===== config.mk =====
export PLATFORM = sky130hd
export DESIGN_NAME = rstcause_ctrl
export DESIGN_NICKNAME = d
export VERILOG_FILES = /design/src/rtl/rstcause_pkg.sv /design/src/rtl/rc_event_arb.sv /design/src/rtl/rc_flag_reg.sv /design/src/rtl/rc_resume.sv /design/src/rtl/rstcause_ctrl.sv
export SDC_FILE = /design/constraint.sdc
export NUM_CORES = 1
export LEC_CHECK = 0
export ABC_AREA = 1
export BUFFER_PORTS_ARGS = -buffer_cell sky130_fd_sc_hd__buf_2
export CAP_MARGIN = 20
export CORE_ASPECT_RATIO = 0.8
export CORE_UTILIZATION = 28
export CTS_BUF_LIST = sky130_fd_sc_hd__clkbuf_2
export DETAILED_ROUTE_END_ITERATION = 16
export GPL_TIMING_DRIVEN = 1
export PLACE_DENSITY = 0.61
export RECOVER_POWER = 25
export REMOVE_ABC_BUFFERS = 1
export SETUP_SLACK_MARGIN = 0.05
export SLEW_MARGIN = 20
export SYNTH_ARGS = -nofsm -noshare
export SYNTH_HDL_FRONTEND = slang
export SYNTH_SLANG_ARGS = --single-unit
export TNS_END_PERCENT = 1

===== constraint.sdc =====
create_clock -name clk -period 1.32 [get_ports clk]
set_input_delay 0.198 -clock clk [delete_from_list [all_inputs] [get_ports clk]]
set_output_delay 0.198 -clock clk [all_outputs]
set_load 0.005 [all_outputs]

===== src/rtl/rstcause_pkg.sv =====
package rstcause_pkg;

  // Winning event after priority resolution
  typedef enum logic [3:0] {
    EV_NONE,
    EV_POR,
    EV_XCLR_AWAKE,
    EV_XCLR_SLEEP,
    EV_WDT_AWAKE,
    EV_WDT_SLEEP,
    EV_IRQ_WAKE,
    EV_SLEEP_OP,
    EV_CLRWDT_OP
  } rc_event_e;

  // Source indices, lowest index wins
  localparam int SRC_POR    = 0;
  localparam int SRC_XCLR   = 1;
  localparam int SRC_WDT    = 2;
  localparam int SRC_IRQ    = 3;
  localparam int SRC_SLEEP  = 4;
  localparam int SRC_CLRWDT = 5;
  localparam int N_SRC      = 6;

  typedef struct packed {
    logic wr_to;      // update time-out flag
    logic to_val;
    logic wr_pd;      // update power-down flag
    logic pd_val;
    logic sleep_set;
    logic sleep_clr;
    logic pc_ld;      // issue a program-counter load
    logic to_vector;  // load the vector (else PC+1) and clear banks
  } rc_action_t;

  function automatic rc_action_t rc_decode(rc_event_e ev);
    rc_action_t a;
    a = '0;
    unique case (ev)
      EV_POR: begin
        a.wr_to = 1'b1; a.to_val = 1'b1;
        a.wr_pd = 1'b1; a.pd_val = 1'b1;
        a.sleep_clr = 1'b1; a.pc_ld = 1'b1; a.to_vector = 1'b1;
      end
      EV_XCLR_AWAKE: begin
        a.pc_ld = 1'b1; a.to_vector = 1'b1;
      end
      EV_XCLR_SLEEP: begin
        a.wr_to = 1'b1; a.to_val = 1'b1;
        a.wr_pd = 1'b1; a.pd_val = 1'b0;
        a.sleep_clr = 1'b1; a.pc_ld = 1'b1; a.to_vector = 1'b1;
      end
      EV_WDT_AWAKE: begin
        a.wr_to = 1'b1; a.to_val = 1'b0;
        a.wr_pd = 1'b1; a.pd_val = 1'b1;
        a.pc_ld = 1'b1; a.to_vector = 1'b1;
      end
      EV_WDT_SLEEP: begin
        a.wr_to = 1'b1; a.to_val = 1'b0;
        a.wr_pd = 1'b1; a.pd_val = 1'b0;
        a.sleep_clr = 1'b1; a.pc_ld = 1'b1;
      end
      EV_IRQ_WAKE: begin
        a.wr_to = 1'b1; a.to_val = 1'b1;
        a.wr_pd = 1'b1; a.pd_val = 1'b0;
        a.sleep_clr = 1'b1; a.pc_ld = 1'b1;
      end
      EV_SLEEP_OP: begin
        a.wr_to = 1'b1; a.to_val = 1'b1;
        a.wr_pd = 1'b1; a.pd_val = 1'b0;
        a.sleep_set = 1'b1;
      end
      EV_CLRWDT_OP: begin
        a.wr_to = 1'b1; a.to_val = 1'b1;
        a.wr_pd = 1'b1; a.pd_val = 1'b1;
      end
      default: a = '0;
    endcase
    return a;
  endfunction

endpackage


===== src/rtl/rc_event_arb.sv =====
module rc_event_arb
  import rstcause_pkg::*;
(
  input  logic      por_i,
  input  logic      xclr_i,
  input  logic      wdt_i,
  input  logic      irq_i,
  input  logic      sleep_i,
  input  logic      clrwdt_i,
  input  logic      asleep_i,
  output rc_event_e ev_o
);

  logic [N_SRC-1:0] req;
  logic [N_SRC-1:0] win;

  // Gate sources that only qualify in one state
  always_comb begin
    req             = '0;
    req[SRC_POR]    = por_i;
    req[SRC_XCLR]   = xclr_i;
    req[SRC_WDT]    = wdt_i;
    req[SRC_IRQ]    = irq_i    &  asleep_i;
    req[SRC_SLEEP]  = sleep_i  & ~asleep_i;
    req[SRC_CLRWDT] = clrwdt_i & ~asleep_i;
  end

  // Fixed-priority one-hot pick, lowest index first
  genvar g;
  generate
    for (g = 0; g < N_SRC; g++) begin : g_pick
      if (g == 0) begin : g_first
        assign win[g] = req[g];
      end else begin : g_rest
        assign win[g] = req[g] & ~(|req[g-1:0]);
      end
    end
  endgenerate

  always_comb begin
    ev_o = EV_NONE;
    if (win[SRC_POR])         ev_o = EV_POR;
    else if (win[SRC_XCLR])   ev_o = asleep_i ? EV_XCLR_SLEEP : EV_XCLR_AWAKE;
    else if (win[SRC_WDT])    ev_o = asleep_i ? EV_WDT_SLEEP  : EV_WDT_AWAKE;
    else if (win[SRC_IRQ])    ev_o = EV_IRQ_WAKE;
    else if (win[SRC_SLEEP])  ev_o = EV_SLEEP_OP;
    else if (win[SRC_CLRWDT]) ev_o = EV_CLRWDT_OP;
  end

endmodule


===== src/rtl/rc_flag_reg.sv =====
module rc_flag_reg
  import rstcause_pkg::*;
#(
  parameter logic TO_RST = 1'b1,
  parameter logic PD_RST = 1'b1
) (
  input  logic       clk,
  input  logic       rst,
  input  rc_action_t act_i,
  output logic       to_n_o,
  output logic       pd_n_o,
  output logic       asleep_o
);

  always_ff @(posedge clk) begin
    if (rst) begin
      to_n_o   <= TO_RST;
      pd_n_o   <= PD_RST;
      asleep_o <= 1'b0;
    end else begin
      if (act_i.wr_to) to_n_o <= act_i.to_val;
      if (act_i.wr_pd) pd_n_o <= act_i.pd_val;
      if (act_i.sleep_clr)      asleep_o <= 1'b0;
      else if (act_i.sleep_set) asleep_o <= 1'b1;
    end
  end

endmodule


===== src/rtl/rc_resume.sv =====
module rc_resume
  import rstcause_pkg::*;
#(
  parameter int          PC_W      = 13,
  parameter int          BANK_W    = 3,
  parameter int unsigned RESET_VEC = 0
) (
  input  logic              clk,
  input  logic              rst,
  input  rc_action_t        act_i,
  input  logic [PC_W-1:0]   pc_i,
  output logic              pc_load_o,
  output logic [PC_W-1:0]   pc_next_o,
  output logic [BANK_W-1:0] bank_clr_o
);

  localparam logic [PC_W-1:0] VEC = PC_W'(RESET_VEC);

  logic [PC_W-1:0] pc_inc;
  assign pc_inc = pc_i + {{(PC_W-1){1'b0}}, 1'b1};

  always_ff @(posedge clk) begin
    if (rst) begin
      pc_load_o  <= 1'b0;
      pc_next_o  <= VEC;
      bank_clr_o <= '0;
    end else begin
      pc_load_o  <= act_i.pc_ld;
      bank_clr_o <= {BANK_W{act_i.pc_ld & act_i.to_vector}};
      if (act_i.pc_ld) pc_next_o <= act_i.to_vector ? VEC : pc_inc;
    end
  end

endmodule


===== src/rtl/rstcause_ctrl.sv =====
module rstcause_ctrl
  import rstcause_pkg::*;
#(
  parameter int          PC_W      = 13,
  parameter int          BANK_W    = 3,
  parameter int unsigned RESET_VEC = 0
) (
  input  logic              clk,
  input  logic              rst,
  input  logic              por_evt_i,
  input  logic              xclr_evt_i,
  input  logic              wdt_evt_i,
  input  logic              irq_wake_i,
  input  logic              sleep_op_i,
  input  logic              clrwdt_op_i,
  input  logic [PC_W-1:0]   pc_i,
  output logic              to_n_o,
  output logic              pd_n_o,
  output logic              asleep_o,
  output logic              pc_load_o,
  output logic [PC_W-1:0]   pc_next_o,
  output logic [BANK_W-1:0] bank_clr_o
);

  rc_event_e  ev;
  rc_action_t act;

  rc_event_arb u_arb (
    .por_i    (por_evt_i),
    .xclr_i   (xclr_evt_i),
    .wdt_i    (wdt_evt_i),
    .irq_i    (irq_wake_i),
    .sleep_i  (sleep_op_i),
    .clrwdt_i (clrwdt_op_i),
    .asleep_i (asleep_o),
    .ev_o     (ev)
  );

  assign act = rc_decode(ev);

  rc_flag_reg u_flags (
    .clk      (clk),
    .rst      (rst),
    .act_i    (act),
    .to_n_o   (to_n_o),
    .pd_n_o   (pd_n_o),
    .asleep_o (asleep_o)
  );

  rc_resume #(
    .PC_W      (PC_W),
    .BANK_W    (BANK_W),
    .RESET_VEC (RESET_VEC)
  ) u_resume (
    .clk        (clk),
    .rst        (rst),
    .act_i      (act),
    .pc_i       (pc_i),
    .pc_load_o  (pc_load_o),
    .pc_next_o  (pc_next_o),
    .bank_clr_o (bank_clr_o)
  );

endmodule


==> results of run 1 <==
-- worst reg2reg max path: cells and delay by family (launching register included) --
kind / cells / cell delay, ns
flops: 1 / 0.44
buf+inv: 1 / 0.07
simple gates: 6 / 0.53
-- state kept, by name, indices dropped and copies added, names as in the netlist --
name                 cells
u_resume.pc_next_o      13
u_flags.asleep_o         1
u_resume.bank_clr_o      1
u_flags.pd_n_o           1
u_resume.pc_load_o       1
u_flags.to_n_o           1
-- timing repair --
item	4_1_cts	5_1_grt
setup endpoints to repair	0	3
hold endpoints to repair	0	0
gates resized for setup	0	1
-- power groups by stage --
stage / combinational (W) / clock [W] / sequential, W
2_1_floorplan: 0.0000753 / 0 / 0.000569
3_3_place_gp: 0.000169 / 0 / 0.000566
3_5_place_dp: 0.000168 / 0 / 0.000567
4_1_cts: 0.000168 / 0.000262 / 0.000556
5_1_grt: 0.000187 / 0.000285 / 0.000557
6_report: 0.000170 / 0.000251 / 0.000555
-- synth_stat cells (2+ instances only) --
library cell and n:
nand3b_1 2, xnor2_1 2, dfxtp_1 18, nand2_1 42, buf_4 2, inv_1 18
nand4_1 7, nand3_1 11, nor2_2 3, a21oi_1 20, clkbuf_1 2, nor2_1 16
-- metal layers --
layer	global-route usage, %	vias up	wire [um]
met5	0	-	0
li1	-	605	-
met3	3.95	2	91
met2	17.6	27	1010
met4	3.43	0	21
met1	19.8	468	1430
-- final timing paths --
| kind | from | endpoint | slack [ns] | cells past startpoint |
|---|---|---|---|---|
| worst max register to register | u_flags.asleep_o | u_resume.pc_next_o[12] | 0.22 | 7 |
| worst min register to register | u_resume.pc_next_o[1] | u_resume.pc_next_o[1] | 0.47 | 2 |
| worst max-delay path | u_flags.asleep_o | u_resume.pc_next_o[12] | 0.22 | 7 |
| worst min-delay path | por_evt_i | u_flags.asleep_o | 0.12 | 2 |
-- layout make-up --
type | count | area, um2 | share of cell area, %
multi-input combinational | 114 | 563 | 42.2
clock inverter | 1 | 3.75 | 0.281
clock buffer | 3 | 15.0 | 1.12
inverter | 20 | 75.1 | 5.62
tap | 42 | 52.6 | 3.94
timing repair buffer | 47 | 264 | 19.8
sequential | 18 | 362 | 27.1
-- stage by stage --
step	cells	instance area [um2]	total power [W]
final	245	1340	0.000976
after global routing	245	1340	0.00103
after CTS	245	1340	0.000986
after detailed placement	241	1320	0.000734
after global placement	241	1320	0.000735
after floorplan	152	998	0.000644
-- kinds of logic after synthesis --
family	after synthesis	share of synthesized area (%)
AND/OR/NAND/NOR	85	36.7
AO/OA/AOI/OAI	26	14.9
buffers and inverters	25	10.5
adder cells (fa/ha/maj)	1	1.21
flip-flops	18	34.9
XOR/XNOR	2	1.70
==> metrics.txt, run 1 <==
# IOs approximately 40; hpwl dp 2010 um; Slowest-stage cell, CP dfxtp_2; Initial Util 29.7%; Synth Area per Inst around 6.6 um2; number of synthesized flops with an enable pin 0; 1st-pass router iterations 4; Fin. Hold Viols 0; Fmax 905 MHz; Slew Limit Fails 0; dpl ws 0.0500 ns; Comb pwr share approximately 17%; CP most frequent cell nand2_1; # nets final 226; Setup TNS 0 ns; Clk pin slew, worst setup/hold paths around 0.19 ns; Worst slew margin 82.7%; First DRT Iteration DRCs 54; root buf cell clkbuf_2; DRC 0; post-synth top area share 34.9%; CTS Hold Buffers Added 0; Pleak between 0.6 and 0.7 nW; vias post-DR between 1000 and 1500; critical path data arrival time 1.34 ns; vias in the first global route 886; WL final 2550 um; CP Capture Type flop; fraction of layout cells with a size suffix above 1 28.6%; # port buffers 40; Syn-to-layout area delta 29.3%; Final Cycle Share 83.7%; Int Pwr 0.000687 W; Pwr Density 731 nW/um2; Max Buffers Root-to-Sink 2; Setup Viol. Count Final 0; via/cell ratio 4.50; switching pwr 0.000290 W; CTS buffer count 3; Worst Path Max Fanout 7; htree depth 1; worst hold slack 0.118 ns; Die Y 56.3 um; Antenna Nets Post-Route 0; Worst path max stage delay 0.44 ns; ANT cells 0; Buf/Inv on CP 1; die area roughly 3900 um2; core area 3470 um2; Seq pwr share 56.9%; Mapped Cells 157; grt total ovfl 0; initial antenna violation count 0; post-DR wirelength/cell 10.4 um; std cell rows 19; clk_lat worst skew between 0.3 and 0.4 ns; largest net degree at the start of global routing 16; commonest non-fill, non-tap cell in the layout nand2_1; Setup crit start kind flop; GRT Util Overall about an eighth; GP Congestion 0.856; total clock sinks 18; min cycle time layout 1.10 ns; Max VDD drop around 0.28 mV; Final WS setup 0.215 ns; die width around 70 um; Clk pwr share between 20% and 30%; Synth cell types 26; Cell Chain, Critical Path inv_2 > nand2_1 > nand2_1 > nand2_1 > nand4_1 > nand4_1 > nor2_1; fin util 38.5%; Cell Area, Synth 1030 um2; CTS tree built; register bit total from synthesis 18; Required @ worst endpoint 1.55 ns; commonest non-fill, non-tap cells in the layout nand2_1 (42), buf_2 (39), a21oi_1 (20); Async S/R FF share, synth 0%; dominant synthesized flop cell dfxtp_1; first-pass GRT wire length around 4100 um; top cells by area, synth dfxtp_1 (35%), nand2_1 (15%), a21oi_1 (9.7%), inv_1 (6.5%), nor2_1 (5.8%); post-synth top area cell dfxtp_1; WS Path Type reg2reg; register area share after synthesis about a third; Worst Hold Class in2reg; Clock Skews 0.00370 ns; Filler cells 375; Sw Share between 20% and 30%; outcome complete, no violations; Maximum Capacitance Violations 0; YS warnings 0; top cell family by delay on the critical path simple AND/OR/NAND/NOR gates; RSZ-0062 raised after global routing false; postcts setup bufs 0; Slew @ Worst Pin around 0.26 ns
Note: power is estimated with default switching activity, not from simulation.
==> run 2: changes to the inputs <==
PLACE_DENSITY = 0.63   (was 0.61)
clock period = 0.9 ns   (was 1.32 ns; I/O delays follow)
==> run 2 against run 1 <==
Against the previous run: the flow now finishes with violations (negative setup slack); largest power group unchanged; via count is 8.5% higher; fmax grew 1.6%; combinational power increased by 96%; die area did not move.
==> metrics.txt, run 2 (synthesis results as in run 1) <==
min cycle time layout 1.09 ns; max reg flops 13; Pleak 0.764 nW; commonest non-fill, non-tap cell in the layout nand2_1; Cell Chain, Critical Path inv_2 > nand2_2 > nand3_2 > nand2_1 > nand4_1 > nand4_1 > nor2_1; Setup Viol. Count Final 29; die area 3930 um2; CP most frequent cell nand4_1; grt total ovfl 0; Setup TNS -2.53 ns; Final Cycle Share 121%; Initial Util 29.7%; CTS Hold Buffers Added 0; Pwr Density 930 nW/um2; critical path data arrival time 1.32 ns; htree depth 1; die width about 70 um; Max Buffers Root-to-Sink 2; CP Capture Type flop; FF-to-FF setup slack -0.19 ns; Final WS setup -0.188 ns; overall power between 0.001 and 0.0015 W; WL final 2750 um; Worst Hold Launch rst; commonest non-fill, non-tap cells in the layout nand2_1 (40), buf_2 (31), buf_4 (25); hpwl dp about 2200 um; DRC 0; root buf cell clkbuf_2; Slew Limit Fails 0; RSZ-0062 raised after global routing true; Worst Path Max Fanout 7; Slowest-stage cell, CP dfxtp_4; Hold EP u_flags.asleep_o; ANT cells 0; hold depth 4; via/cell ratio ~4.5; Setup crit start kind flop; RR Endpoint u_resume.pc_next_o[12]; Die Y 56.3 um; failing checks negative setup slack; GP Congestion 0.890; Maximum Capacitance Violations 0; RR Startpoint u_flags.asleep_o; WS Path Type reg2reg; clk_lat worst skew slightly above 0.3 ns; R2R cell count 7; std cell rows 19; First DRT Iteration DRCs 59; # IOs 41; Worst path max stage delay 0.43 ns; Fmax 919 MHz; initial antenna violation count 0; first-pass GRT wire length 4480 um; total clock sinks 18; # nets final 247; Fin. Hold Viols 0; fraction of layout cells with a size suffix above 1 46.4%; GRT Util Overall 14.0%; core area 3470 um2; vias in the first global route ~1000; Syn-to-layout area delta 55.9%; Clk pin slew, worst setup/hold paths 0.18 ns; # port buffers 40; CTS buffer count 3; worst hold slack 0.113 ns; Worst Hold Class in2reg; post-DR wirelength/cell between 10 and 15 um; Max VDD drop 0.363 mV; 1st-pass router iterations 4; largest net degree at the start of global routing 16; outcome complete, but fails checks; Worst slew margin between 80% and 90%; vias post-DR 1196; Antenna Nets Post-Route 0; postcts setup bufs 0; Required @ worst endpoint 1.13 ns; Slew @ Worst Pin 0.291 ns; Clock Skews 0.0181 ns; Top reg by flops u_resume.pc_next_o; CTS tree built
[run 2: changes by cell type in the layout (fill, tap and decap cells not counted), moves of 2 or more]
cell	before	now
dfxtp_2	1	16
dfxtp_1	17	1
buf_6	0	11
nand3_2	0	2
nand2_1	42	40
buf_2	39	31
nand3_1	11	9
buf_4	6	25
nand2_2	1	3
a21oi_2	0	3
a21oi_1	20	17
[run 2: worst max-delay path by stage]
stage                                start                      to  slack [ns]
final                     u_flags.asleep_o  u_resume.pc_next_o[12]       -0.19
after global placement             pc_i[0]  u_resume.pc_next_o[10]       -0.25
after floorplan           u_flags.asleep_o  u_resume.pc_next_o[12]       -0.19
after global routing      u_flags.asleep_o  u_resume.pc_next_o[12]       -0.25
after CTS                 u_flags.asleep_o   u_resume.pc_next_o[7]       -0.15
after detailed placement           pc_i[0]  u_resume.pc_next_o[10]       -0.28
[run 2: power breakdown]
group          switching [W]  internal, W  leakage [nW]
Clock               0.000253    0.0000966        0.0140
Combinational       0.000169     0.000164         0.598
Sequential        0.00000624     0.000807         0.153
[run 2: area by class of cell]
| type | instances | area, um2 |
|---|---|---|
| timing repair buffer | 68 | 487 |
| clock inverter | 1 | 3.75 |
| fill | 351 | 1860 |
| multi-input combinational | 114 | 592 |
| tap | 42 | 52.6 |
| sequential | 18 | 384 |
| inverter | 20 | 75.1 |
| clock buffer | 3 | 15.0 |
[run 2: metal layers]
| metal | GRT usage [%] | vias to the layer above | share of wire, % |
|---|---|---|---|
| met5 | 0 | - | 0 |
| met4 | 5.14 | 0 | 1.4 |
| met3 | 2.51 | 5 | 4.7 |
| met2 | 19.6 | 36 | 41 |
| met1 | 21.1 | 509 | 52 |
| li1 | - | 646 | - |
[run 2: worst max-delay path, delay by kind of cell (launching register included)]
kind	cells	cell delay [ns]
AND/OR/NAND/NOR	6	0.52
flip-flops	1	0.43
buffers and inverters	1	0.06
[run 2: what timing repair did]
item	in CTS	in global routing
hold endpoints to repair	0	0
endpoints found under the setup margin	38	38
pin swaps	2	9
resized for setup	21	16
[run 2: per-stage QoR]
step | std cells | utilization [%] | cell area [um2] | setup WS [ns]
3_3_place_gp | 262 | 42.5 | 1470 | -0.254
2_1_floorplan | 152 | - | 998 | -0.188
4_1_cts | 266 | 44.4 | 1540 | -0.147
6_report | 266 | 46.4 | 1610 | -0.188
3_5_place_dp | 262 | 42.5 | 1470 | -0.283
5_1_grt | 266 | 46.4 | 1610 | -0.251
==> run 3: changes to the inputs <==
CORE_MARGIN = 5   (was unset)
==> run 3 against run 2 <==
Against the previous run: the flow still finishes with violations (negative setup slack); clock skew increased by 0.0014 ns; sequential cell count unchanged; worst setup slack improved by 0.010 ns; non-clock buffer count increased by 2; register-to-register slack about the same; worst hold slack improved by 0.012 ns; wire length increased by 8.5%; clock power decreased by 2%; critical path type unchanged; largest cell class unchanged.
==> metrics.txt, run 3 (synthesis results as in run 1) <==
RSZ-0062 raised after global routing true; std cell rows 19; Pwr Density just over 900 nW/um2; via/cell ratio between 4 and 5; # port buffers 40; WS Path Type reg2reg; design area between 1500 and 2000 um2; DP Area 1490 um2; core area roughly 3500 um2; Final WS setup -0.177 ns; post-DR wirelength/cell between 10 and 15 um; worst setup path end u_resume.pc_next_o[7]; final cell count without fillers 268; Antenna Nets Post-Route 0; Critical path origin u_flags.asleep_o; # IOs 41; WL final 2980 um; Clock Skews 0.0195 ns; Multi-input gate area 573 um2; 1st-pass router iterations 4; DRC 0; initial antenna violation count 0; commonest non-fill, non-tap cell in the layout nand2_1; Worst Path Max Fanout 13; first-pass GRT wire length 4860 um; Filler cells 361; Setup crit start kind flop; Initial Util between 20% and 30%; RR Endpoint u_resume.pc_next_o[7]; grt total ovfl 0; Fmax 928 MHz; die area 5010 um2; fraction of layout cells with a size suffix above 1 44.7%; Required @ worst endpoint between 1 and 1.5 ns; Worst Hold Launch rst; Fin. Hold Viols 0; Die Y 64.3 um; Final Cycle Share 120%; CTS buffer count 3; vias in the first global route approximately 1100; Slowest-stage cell, CP dfxtp_4; R2R cell count 5; Syn-to-layout area delta 57.9%; die width 77.9 um; critical path data arrival time around 1.3 ns; clk_lat worst skew 0.30 ns; Storage cell area 384 um2; min cycle time layout around 1.1 ns; Pleak 0.776 nW; Clk pin slew, worst setup/hold paths 0.18 ns; Worst slew margin 77.0%; Max VDD drop between 0.4 and 0.5 mV; CP Capture Type flop; ANT cells 0; CTS Hold Buffers Added 0; hpwl dp between 2000 and 2500 um; Cell Chain, Critical Path buf_4 > a21oi_4 > buf_12 > nand2_1 > a21oi_1; hold depth 4; # nets final roughly 250; GP Congestion 0.916; FF-to-FF setup slack -0.18 ns; root buf cell clkbuf_2; worst hold slack 0.125 ns; First DRT Iteration DRCs 65; Slew @ Worst Pin 0.342 ns; Max Buffers Root-to-Sink 2; commonest non-fill, non-tap cells in the layout nand2_1 (42), buf_2 (27), buf_4 (27); Setup Viol. Count Final 29; GRT Util Overall 11.7%; max reg flops 13; failing checks negative setup slack; Top reg by flops u_resume.pc_next_o; largest net degree at the start of global routing 16; RR Startpoint u_flags.asleep_o; vias post-DR 1200; post-placement cell count 264; htree depth 1; Slew Limit Fails 0; outcome complete, but fails checks; CTS tree built; overall power 0.00149 W; Worst Hold Class in2reg; total clock sinks 18; postcts setup bufs 0; Worst path max stage delay 0.41 ns; Maximum Capacitance Violations 0
[run 3: changes by cell type in the layout (fill, tap and decap cells not counted), sizes merged]
cell,delta
buf,+2
[run 3: timing repair]
item | 4_1_cts | 5_1_grt
pin swaps | 11 | 2
setup endpoints to repair | 38 | 38
gates resized for setup | 24 | 12
[run 3: power breakdown]
group / internal [W] / switching [W]
logic: 0.000168 / 0.000166
clock network: 0.0000966 / 0.000244
registers: 0.000807 / 0.00000619
total: 0.00107 / 0.000416
[run 3: routing by layer]
layer	up-vias	global-route usage, %	part of all wire, %	routed length, um
met1	525	17.7	54	1610
met4	0	4.51	0.97	29
met2	27	16.4	40	1200
met5	-	0	0	0
met3	2	1.83	4.8	144
li1	646	-	-	-
[run 3: how the worst min path moves through the flow]
stage / to / slack, ns
CTS: u_flags.asleep_o / 0.12
finish: u_flags.asleep_o / 0.12
global placement: u_resume.pc_next_o[7] / 0.45
global route: u_flags.asleep_o / 0.14
floorplan: u_resume.bank_clr_o[0] / 0.20
detailed placement: u_resume.pc_next_o[7] / 0.45
[run 3: metrics by stage]
stage	utilization, %	TNS, ns	setup WS [ns]
global route	46.7	-4.82	-0.259
floorplan	-	-2.31	-0.188
finish	46.7	-2.66	-0.177
detailed placement	42.6	-3.51	-0.311
CTS	45.1	-2.77	-0.171
global placement	42.6	-3.44	-0.251
[run 3: critical path, delay by kind of cell, from the launching register on]
| family | cells | cell delay (ns) |
|---|---|---|
| compound gates | 2 | 0.25 |
| buf+inv | 2 | 0.29 |
| flops | 1 | 0.41 |
| simple gates | 1 | 0.05 |
[run 3: area by class of cell]
cell class              instances  share of cell area [%]
clock inverters                 1                   0.230
multi-input cells             114                    35.1
well taps                      42                    3.22
repair buffers                 70                    32.3
clock buffers                   3                   0.921
flip-flops and latches         18                    23.6
inverters                      20                    4.60
